<file path="config.mk">
export PLATFORM = sky130hd
export DESIGN_NAME = tap_dual_edge
export DESIGN_NICKNAME = d
export VERILOG_FILES = /design/src/rtl/tap_dual_edge.sv
export SDC_FILE = /design/constraint.sdc
export NUM_CORES = 1
export LEC_CHECK = 0
export BUFFER_PORTS_ARGS = -buffer_cell sky130_fd_sc_hd__buf_2
export CAP_MARGIN = 20
export CORE_ASPECT_RATIO = 1.2
export CORE_MARGIN = 5
export CORE_UTILIZATION = 60
export DETAILED_ROUTE_END_ITERATION = 7
export PLACE_DENSITY_LB_ADDON = 0.2
export SLEW_MARGIN = 15
export SYNTH_ARGS = -nofsm -noshare
export SYNTH_HDL_FRONTEND = slang
export SYNTH_SLANG_ARGS = --single-unit
export TNS_END_PERCENT = 5
</file>
<file path="constraint.sdc">
create_clock -name tck -period 2.65 [get_ports tck]
set_input_delay 0.1325 -clock tck [delete_from_list [all_inputs] [get_ports tck]]
set_output_delay 0.1325 -clock tck [all_outputs]
set_load 0.05 [all_outputs]
</file>
<file path="src/rtl/tap_dual_edge.sv">
module tap_dual_edge #(
  parameter logic [31:0] ID_VALUE = 32'h4B3D_7E0A
) (
  input  logic tck,
  input  logic trst_n,
  input  logic tms,
  input  logic tdi,
  output logic tdo,
  output logic tdo_oe,
  output logic cpu_rst_req,
  output logic dbg_irq,
  output logic ext_test,
  output logic clamp_hold,
  output logic out_hiz
);

  localparam int IR_W = 4;
  localparam int ID_W = 32;
  localparam logic [ID_W-1:0] ID_WORD = {ID_VALUE[ID_W-1:1], 1'b1};

  localparam logic [IR_W-1:0] OP_EXT   = 4'b0000;
  localparam logic [IR_W-1:0] OP_CAPT  = 4'b0001;
  localparam logic [IR_W-1:0] OP_CLAMP = 4'b0010;
  localparam logic [IR_W-1:0] OP_HIZ   = 4'b0011;
  localparam logic [IR_W-1:0] OP_ID    = 4'b0100;
  localparam logic [IR_W-1:0] OP_RSET  = 4'b1000;
  localparam logic [IR_W-1:0] OP_RCLR  = 4'b1001;
  localparam logic [IR_W-1:0] OP_IRQ   = 4'b1010;

  typedef enum logic [3:0] {
    S_RESET, S_IDLE,
    S_SEL_DR, S_CAP_DR, S_SH_DR, S_EX1_DR, S_PAU_DR, S_EX2_DR, S_UPD_DR,
    S_SEL_IR, S_CAP_IR, S_SH_IR, S_EX1_IR, S_PAU_IR, S_EX2_IR, S_UPD_IR
  } tap_st_t;

  tap_st_t st, st_nx;
  logic [IR_W-1:0] ir, ir_nx, ir_sh, ir_sh_nx;
  logic [ID_W-1:0] dr_sh, dr_nx;
  logic tdo_r, oe_r, tdo_f, oe_f;
  logic id_sel, dbg_ir;

  assign id_sel = (ir == OP_ID);
  assign dbg_ir = (ir == OP_RSET) || (ir == OP_RCLR) || (ir == OP_IRQ);

  function automatic logic in_shift(tap_st_t s);
    return (s == S_SH_DR) || (s == S_SH_IR);
  endfunction

  function automatic logic ser_bit(tap_st_t s, logic [IR_W-1:0] is, logic [ID_W-1:0] d);
    if (s == S_SH_IR) return is[0];
    if (s == S_SH_DR) return d[0];
    return 1'b0;
  endfunction

  always_comb begin
    st_nx = st;
    case (st)
      S_RESET:  st_nx = tms ? S_RESET  : S_IDLE;
      S_IDLE:   st_nx = tms ? S_SEL_DR : S_IDLE;
      S_SEL_DR: st_nx = tms ? S_SEL_IR : S_CAP_DR;
      S_CAP_DR: st_nx = tms ? S_EX1_DR : S_SH_DR;
      S_SH_DR:  st_nx = tms ? S_EX1_DR : S_SH_DR;
      S_EX1_DR: st_nx = tms ? S_UPD_DR : S_PAU_DR;
      S_PAU_DR: st_nx = tms ? S_EX2_DR : S_PAU_DR;
      S_EX2_DR: st_nx = tms ? S_UPD_DR : S_SH_DR;
      S_UPD_DR: st_nx = tms ? S_SEL_DR : S_IDLE;
      S_SEL_IR: st_nx = tms ? S_RESET  : S_CAP_IR;
      S_CAP_IR: st_nx = tms ? S_EX1_IR : S_SH_IR;
      S_SH_IR:  st_nx = tms ? S_EX1_IR : S_SH_IR;
      S_EX1_IR: st_nx = tms ? S_UPD_IR : S_PAU_IR;
      S_PAU_IR: st_nx = tms ? S_EX2_IR : S_PAU_IR;
      S_EX2_IR: st_nx = tms ? S_UPD_IR : S_SH_IR;
      S_UPD_IR: st_nx = tms ? S_SEL_DR : S_IDLE;
      default:  st_nx = S_RESET;
    endcase
  end

  always_comb begin
    ir_sh_nx = ir_sh;
    ir_nx    = ir;
    dr_nx    = dr_sh;
    case (st)
      S_CAP_IR: ir_sh_nx = OP_CAPT;
      S_SH_IR:  ir_sh_nx = {tdi, ir_sh[IR_W-1:1]};
      S_UPD_IR: ir_nx    = ir_sh;
      S_RESET:  ir_nx    = OP_ID;
      S_CAP_DR: dr_nx    = id_sel ? ID_WORD : '0;
      S_SH_DR:  dr_nx    = id_sel ? {tdi, dr_sh[ID_W-1:1]} : {{(ID_W-1){1'b0}}, tdi};
      default: ;
    endcase
  end

  always_ff @(posedge tck or negedge trst_n) begin
    if (!trst_n) begin
      st          <= S_RESET;
      ir          <= OP_ID;
      ir_sh       <= '0;
      dr_sh       <= '0;
      cpu_rst_req <= 1'b0;
      dbg_irq     <= 1'b0;
      tdo_r       <= 1'b0;
      oe_r        <= 1'b0;
    end else begin
      st      <= st_nx;
      ir      <= ir_nx;
      ir_sh   <= ir_sh_nx;
      dr_sh   <= dr_nx;
      tdo_r   <= ser_bit(st_nx, ir_sh_nx, dr_nx);
      oe_r    <= in_shift(st_nx);
      dbg_irq <= (st == S_UPD_IR) && (ir_sh == OP_IRQ);
      if (st == S_UPD_IR && ir_sh == OP_RSET) cpu_rst_req <= 1'b1;
      else if (st == S_UPD_IR && ir_sh == OP_RCLR) cpu_rst_req <= 1'b0;
    end
  end

  always_ff @(negedge tck or negedge trst_n) begin
    if (!trst_n) begin
      tdo_f <= 1'b0;
      oe_f  <= 1'b0;
    end else begin
      tdo_f <= ser_bit(st, ir_sh, dr_sh);
      oe_f  <= in_shift(st);
    end
  end

  assign tdo    = dbg_ir ? tdo_r : tdo_f;
  assign tdo_oe = dbg_ir ? oe_r  : oe_f;

  assign ext_test   = (ir == OP_EXT);
  assign clamp_hold = (ir == OP_CLAMP);
  assign out_hiz    = (ir == OP_HIZ);

  p_capture_ir_r2: assert property (@(posedge tck) disable iff (!trst_n)
    (st == S_CAP_IR) |=> (ir_sh == OP_CAPT));

  p_reset_selects_id_r3: assert property (@(posedge tck) disable iff (!trst_n)
    (st == S_RESET) |=> (ir == OP_ID));

  p_id_capture_r3: assert property (@(posedge tck) disable iff (!trst_n)
    (st == S_CAP_DR && id_sel) |=> (dr_sh == ID_WORD));

  p_oe_in_shift_r8: assert property (@(posedge tck) disable iff (!trst_n)
    oe_r |-> (st == S_SH_DR || st == S_SH_IR));

  p_rst_set_r9: assert property (@(posedge tck) disable iff (!trst_n)
    (st == S_UPD_IR && ir_sh == OP_RSET) |=> cpu_rst_req);

  p_rst_clr_r9: assert property (@(posedge tck) disable iff (!trst_n)
    (st == S_UPD_IR && ir_sh == OP_RCLR) |=> !cpu_rst_req);

  p_irq_single_r10: assert property (@(posedge tck) disable iff (!trst_n)
    dbg_irq |=> !dbg_irq);

  p_flags_exclusive_r11: assert property (@(posedge tck) disable iff (!trst_n)
    $onehot0({ext_test, clamp_hold, out_hiz}));

endmodule

</file>
==> flow_metrics.env, run 1 <==
export IMPL_path_clk_slew_ns=0.10
export IMPL_critPathKind="reg -> out"
export IMPL_grt_max_degree=33
export IMPL_fin_nets=234
export IMPL_remaining_drc_errors=0
export IMPL_slew_headroom_pct=55.5
export IMPL_hold_buffers=1
export IMPL_wl_per_cell_um=15.2
export IMPL_switching_share_pct=41.1
export IMPL_crit_slowest_cell="dfrtn_1"
export IMPL_area_delta_synth_final_pct=9.72
export IMPL_synth_top_cell_by_area="dfrtp_1"
export IMPL_crit_arrival_ns=2.41
export IMPL_hpwl_um=2960
export IMPL_htree_levels=2
export IMPL_seq_power_share_pct=43.1
export IMPL_switching_power_mw=1.26
export IMPL_cts_tree="yes"
export IMPL_coreArea_mm2=0.00363
export IMPL_holdCritPathClass="in -> reg"
export IMPL_setup_viol=0
export IMPL_p_per_area_mw_per_mm2=1240
export IMPL_total_power_mw=3.07
export IMPL_syn_avg_cell_area_um2=10.2
export IMPL_gp_congestion=0.827
export IMPL_vdd_drop_max_uv=692
export IMPL_outcome="complete, no violations"
export IMPL_grt_overflow=0
export IMPL_crit_family="flip-flops"
export IMPL_post_cts_setup_buffers=0
export IMPL_initial_utilization_pct=62.0
export IMPL_firstDrtPassIters=4
export IMPL_drv_slew=0
export IMPL_vias_per_cell=5.96
export IMPL_worstSetupStartpointType="flip-flop"
export IMPL_placementRows=24
export IMPL_design_portCount=11
export IMPL_yosysSeqAreaShare_pct=55.6
export IMPL_clk_latency_ns=0.30
export IMPL_cts_buffers=5
export IMPL_synth_async_reset_ratio_pct=100
export IMPL_ys_seq_elements=50
export IMPL_setup_worst_path_end_class="output pin"
export IMPL_required_ns=2.52
export IMPL_synth_edf_count=0
export IMPL_die_x_um=65.9
export IMPL_max_cap_violations=0
export IMPL_cts_resized=0
export IMPL_worst_slew_pin_slew_ns=0.667
export IMPL_grtUsageTotal_pct=19.1
export IMPL_syn_nets=225
export IMPL_die_y_um=77.1
export IMPL_max_stage_delay_ns=0.33
export IMPL_crit_chain="mux2_2 > buf_2"
export IMPL_cellLeakagePower_nw=1.12
export IMPL_cp_max_fo=1
export IMPL_portBuffers=10
export IMPL_cts_buffer_depth=2
export IMPL_yosysMostFrequentCell="dfrtp_1"
export IMPL_drtAntennaViolNets=0
export IMPL_combPwrFrac_pct=41.7
export IMPL_rsz0062_at_grt="false"
export IMPL_synth_top_cell_area_share_pct=52.2
export IMPL_path_buf_inv=1
export IMPL_ys_flop_type="dfrtp_1"
export IMPL_vias=1686
export IMPL_diodes=0
export IMPL_synth_area_mm2=0.00225
export IMPL_synthDistinctLibCells=46
export IMPL_yosysWarnings=0
export IMPL_fill_cells=297
export IMPL_p_clk_share_pct=15.3
export IMPL_hold_viol_final=0
export IMPL_synth_cells=221
export IMPL_grt_pass1_vias=1630
export IMPL_grt_pass1_wl_um=7620
export IMPL_clock_root_buffer="clkbuf_8"
export IMPL_antenna_found_initial=0
export IMPL_finClkSkew_ns=0.0120
export IMPL_synth_common_cells="dfrtp_1, nand2_1, a21oi_1"
export IMPL_drive_gt1_share_pct=16.5
export IMPL_totalWireLength_um=4310
export IMPL_die_area_mm2=0.00509
export IMPL_first_iter_violations=188
export IMPL_setup_tns_ns=0
export IMPL_intPower_mw=1.81
export IMPL_synthTopCellsByArea="dfrtp_1, a22o_1, a21oi_1, o21ai_0, nand2_1"
export IMPL_cts_sinks=50
export IMPL_final_util_pct=68.0
==> layer usage <==
| layer | share of wire, % | GRT usage [%] | up-vias |
|---|---|---|---|
| li1 | - | - | 814 |
| met2 | 52 | 31.7 | 31 |
| met3 | 2.6 | 3.36 | 9 |
| met1 | 44 | 24.2 | 832 |
| met5 | 0 | 0 | - |
| met4 | 1.9 | 7.93 | 0 |
==> power by group through the flow <==
stage / sequential, mW / clock [mW] / combinational, mW
finish: 1.32 / 0.469 / 1.28
global route: 1.37 / 0.523 / 1.43
CTS: 1.32 / 0.480 / 1.28
detailed placement: 1.34 / 0 / 1.27
global placement: 1.31 / 0 / 1.22
floorplan: 1.26 / 0 / 1.07
==> final timing paths <==
path	from	to	slack (ns)	cells after the start
min in group asynchronous	trst_n	ir[1]	0.29	2
max reg2reg	st[1]	oe_f	0.19	3
min	tdi	ir_sh[3]	0.09	3
max	oe_f	tdo_oe	0.10	2
min reg2reg	dr_sh[25]	dr_sh[25]	0.50	2
max in group asynchronous	trst_n	tdo_f	0.81	2
==> tightest hold or removal path, cell delays in order <==
cell and delay (ns):
buf_2 0.11, nand2_1 0.06, o21ai_0 0.06
==> sequential cells by signal, summed over array words and instances (netlist names), 4 cells and up <==
name / flops
dr_sh: 32
ir: 4
ir_sh: 4
st: 4
==> layout by cell type, fill, tap and decap left out, types with 4 or more instances in the layout <==
cell and n:
a21oi_1 25, buf_2 10, dfrtp_1 47, nand2_1 27, nor2_1 6, buf_4 8, o22ai_1 4, inv_1 6
clkbuf_8 6, o21ai_0 21, a22o_1 15
==> area by class of cell <==
cell class	instances	area [µm²]	share of cell area (%)
sequential	50	1250	50.7
tap	52	65.1	2.63
clock buffer	6	82.6	3.34
clock inverter	2	16.3	0.658
timing repair buffer	19	120	4.86
inverter	7	26.3	1.06
multi-input combinational	147	910	36.8
==> per-stage QoR <==
| step | hold slack [ns] | instances | area, µm² | setup slack [ns] |
|---|---|---|---|---|
| global route | 0.108 | 283 | 2470 | 0.0670 |
| global placement | 0.0872 | 274 | 2360 | 0.272 |
| detailed placement | 0.0997 | 274 | 2360 | 0.218 |
| finish | 0.0918 | 283 | 2470 | 0.104 |
| CTS | 0.0933 | 283 | 2470 | 0.0917 |
| floorplan | -0.163 | 221 | 2280 | 0.00613 |
==> kinds of logic after synthesis <==
| logic type | Yosys count | synth area share [%] |
|---|---|---|
| AOI/OAI and AO/OA | 78 | 21.9 |
| and+or+nand+nor | 63 | 14.8 |
| DFF | 50 | 55.6 |
| xor gates and xnor gates | 1 | 0.389 |
| buffers and inverters | 24 | 4.66 |
| muxes | 5 | 2.61 |
No activity file was read; power rests on OpenSTA's default activity.
==> inputs of run 2 (changes only) <==
--- a/config.mk
+++ b/config.mk
@@ -9,7 +9,7 @@
 export CAP_MARGIN = 20
 export CORE_ASPECT_RATIO = 1.2
 export CORE_MARGIN = 5
-export CORE_UTILIZATION = 60
+export CORE_UTILIZATION = 44
 export DETAILED_ROUTE_END_ITERATION = 7
 export PLACE_DENSITY_LB_ADDON = 0.2
 export SLEW_MARGIN = 15
==> run 2 against run 1 <==
Net effect: routed wire length is 4.5% higher; total power is 2.7% higher; sequential share of layout area is 0.91 points lower; cell count is 4.2% higher; critical path type unchanged; via count is 0.59% lower; largest power group is now combinational logic.
==> flow_metrics.env, run 2 (synthesis gave the netlist of run 1 again) <==
export IMPL_finClkSkew_ns=0.00453
export IMPL_drv_slew=0
export IMPL_min_path_cells=2
export IMPL_clock_root_buffer="clkbuf_8"
export IMPL_required_ns=2.52
export IMPL_worst_slew_pin_slew_ns=0.634
export IMPL_initial_utilization_pct=45.6
export IMPL_cts_resized=0
export IMPL_drtAntennaViolNets=0
export IMPL_outcome="complete, no violations"
export IMPL_firstDrtPassIters=4
export IMPL_vias_per_cell=5.68
export IMPL_remaining_drc_errors=0
export IMPL_hpwl_um=2970
export IMPL_slew_headroom_pct=57.7
export IMPL_reg2reg_depth=3
export IMPL_cts_buffers=5
export IMPL_cp_max_fo=1
export IMPL_worstSetupStartpointType="flip-flop"
export IMPL_placementRows=28
export IMPL_fin_nets=238
export IMPL_cts_buffer_depth=2
export IMPL_layoutNonFillerInstCount=295
export IMPL_antenna_found_initial=0
export IMPL_portBuffers=10
export IMPL_design_portCount=11
export IMPL_setup_tns_ns=0
export IMPL_cts_tree="yes"
export IMPL_clk_latency_ns=0.30
export IMPL_startpoint="tdo_f"
export IMPL_rsz0062_at_grt="false"
export IMPL_r2r_start="st[1]"
export IMPL_coreArea_mm2=0.00494
export IMPL_largest_reg_flops=32
export IMPL_grt_overflow=0
export IMPL_hold_slack_ns=0.0901
export IMPL_hold_viol_final=0
export IMPL_wl_per_cell_um=15.3
export IMPL_final_common_cell="dfrtp_1"
export IMPL_gp_congestion=0.754
export IMPL_cellLeakagePower_nw=1.14
export IMPL_grt_pass1_wl_um=7960
export IMPL_grt_pass1_vias=1659
export IMPL_die_x_um=75.3
export IMPL_setup_worst_path_end_class="output pin"
export IMPL_grt_max_degree=28
export IMPL_totalWireLength_um=4510
export IMPL_die_area_mm2=0.00666
export IMPL_setup_viol=0
export IMPL_drive_gt1_share_pct=17.9
export IMPL_cts_sinks=50
export IMPL_first_iter_violations=107
export IMPL_grtUsageTotal_pct=15.6
export IMPL_vdd_drop_max_uv=505
export IMPL_path_clk_slew_ns=0.09
export IMPL_area_delta_synth_final_pct=11.7
export IMPL_holdCritPathClass="in -> reg"
export IMPL_placedCellCount=286
export IMPL_final_cell_mix="dfrtp_1, nand2_1, a21oi_1"
export IMPL_max_cap_violations=0
export IMPL_vias=1676
export IMPL_fill_cells=435
export IMPL_die_y_um=88.4
export IMPL_diodes=0
export IMPL_p_per_area_mw_per_mm2=1250
export IMPL_regMostFlops="dr_sh"
export IMPL_critPathKind="reg -> out"
export IMPL_crit_arrival_ns=2.41
export IMPL_htree_levels=2
export IMPL_min_from="tdi"
## run 2: cell count changes in the layout (fill, tap and decap cells not counted), sizes merged
cell,change
buf,+4
clkbuf,-1
bufinv,+1
inv,-1
clkinvlp,-1
clkinv,+2
## run 2: power breakdown
| part | total [mW] | internal [mW] | switching [mW] |
|---|---|---|---|
| clock | 0.528 | 0.278 | 0.250 |
| combinational | 1.32 | 0.537 | 0.785 |
| sequential | 1.30 | 1.08 | 0.222 |
| total | 3.15 | 1.90 | 1.26 |
## run 2: per-stage QoR
step / util (%) / setup WS, ns / cell area [µm²] / total power [mW]
2_1_floorplan: - / 0.00613 / 2280 / 2.34
3_3_place_gp: 48.6 / 0.372 / 2400 / 2.62
3_5_place_dp: 48.6 / 0.335 / 2400 / 2.65
4_1_cts: 51.0 / 0.0918 / 2520 / 3.19
5_1_grt: 51.0 / 0.0695 / 2520 / 3.44
6_report: 51.0 / 0.108 / 2520 / 3.15
## run 2: worst paths after layout
kind                              to  slack (ns)
max                              tdo        0.11
min reg2reg                dr_sh[16]        0.49
max reg2reg                    tdo_f        0.32
max in group asynchronous       oe_f        1.15
min                        dr_sh[31]        0.09
min in group asynchronous      st[1]        0.38
## run 2: layout make-up
cell class	count	area, µm²	area share (%)
sequential	50	1250	49.8
multi-input combinational	147	905	35.9
timing repair buffer	23	150	5.96
tap	60	75.1	2.98
clock buffer	5	68.8	2.73
clock inverter	3	40.0	1.59
inverter	7	26.3	1.04
## run 2: what timing repair did
action	CTS	global route
hold buffers	1	0
hold endpoints to repair	47	0
setup buffers	0	0
## run 2: worst max-delay path: stages, from the launching register on
cell     delay (ns)
dfrtn_1        0.33
mux2_2         0.25
buf_2          0.21
## run 2: layer usage
| layer | part of all wire [%] | up-vias | global-route usage, % |
|---|---|---|---|
| met4 | 0.89 | 0 | 5.41 |
| li1 | - | 823 | - |
| met1 | 46 | 834 | 20.7 |
| met5 | 0 | - | 0 |
| met3 | 2.9 | 4 | 3.52 |
| met2 | 50 | 15 | 25.1 |
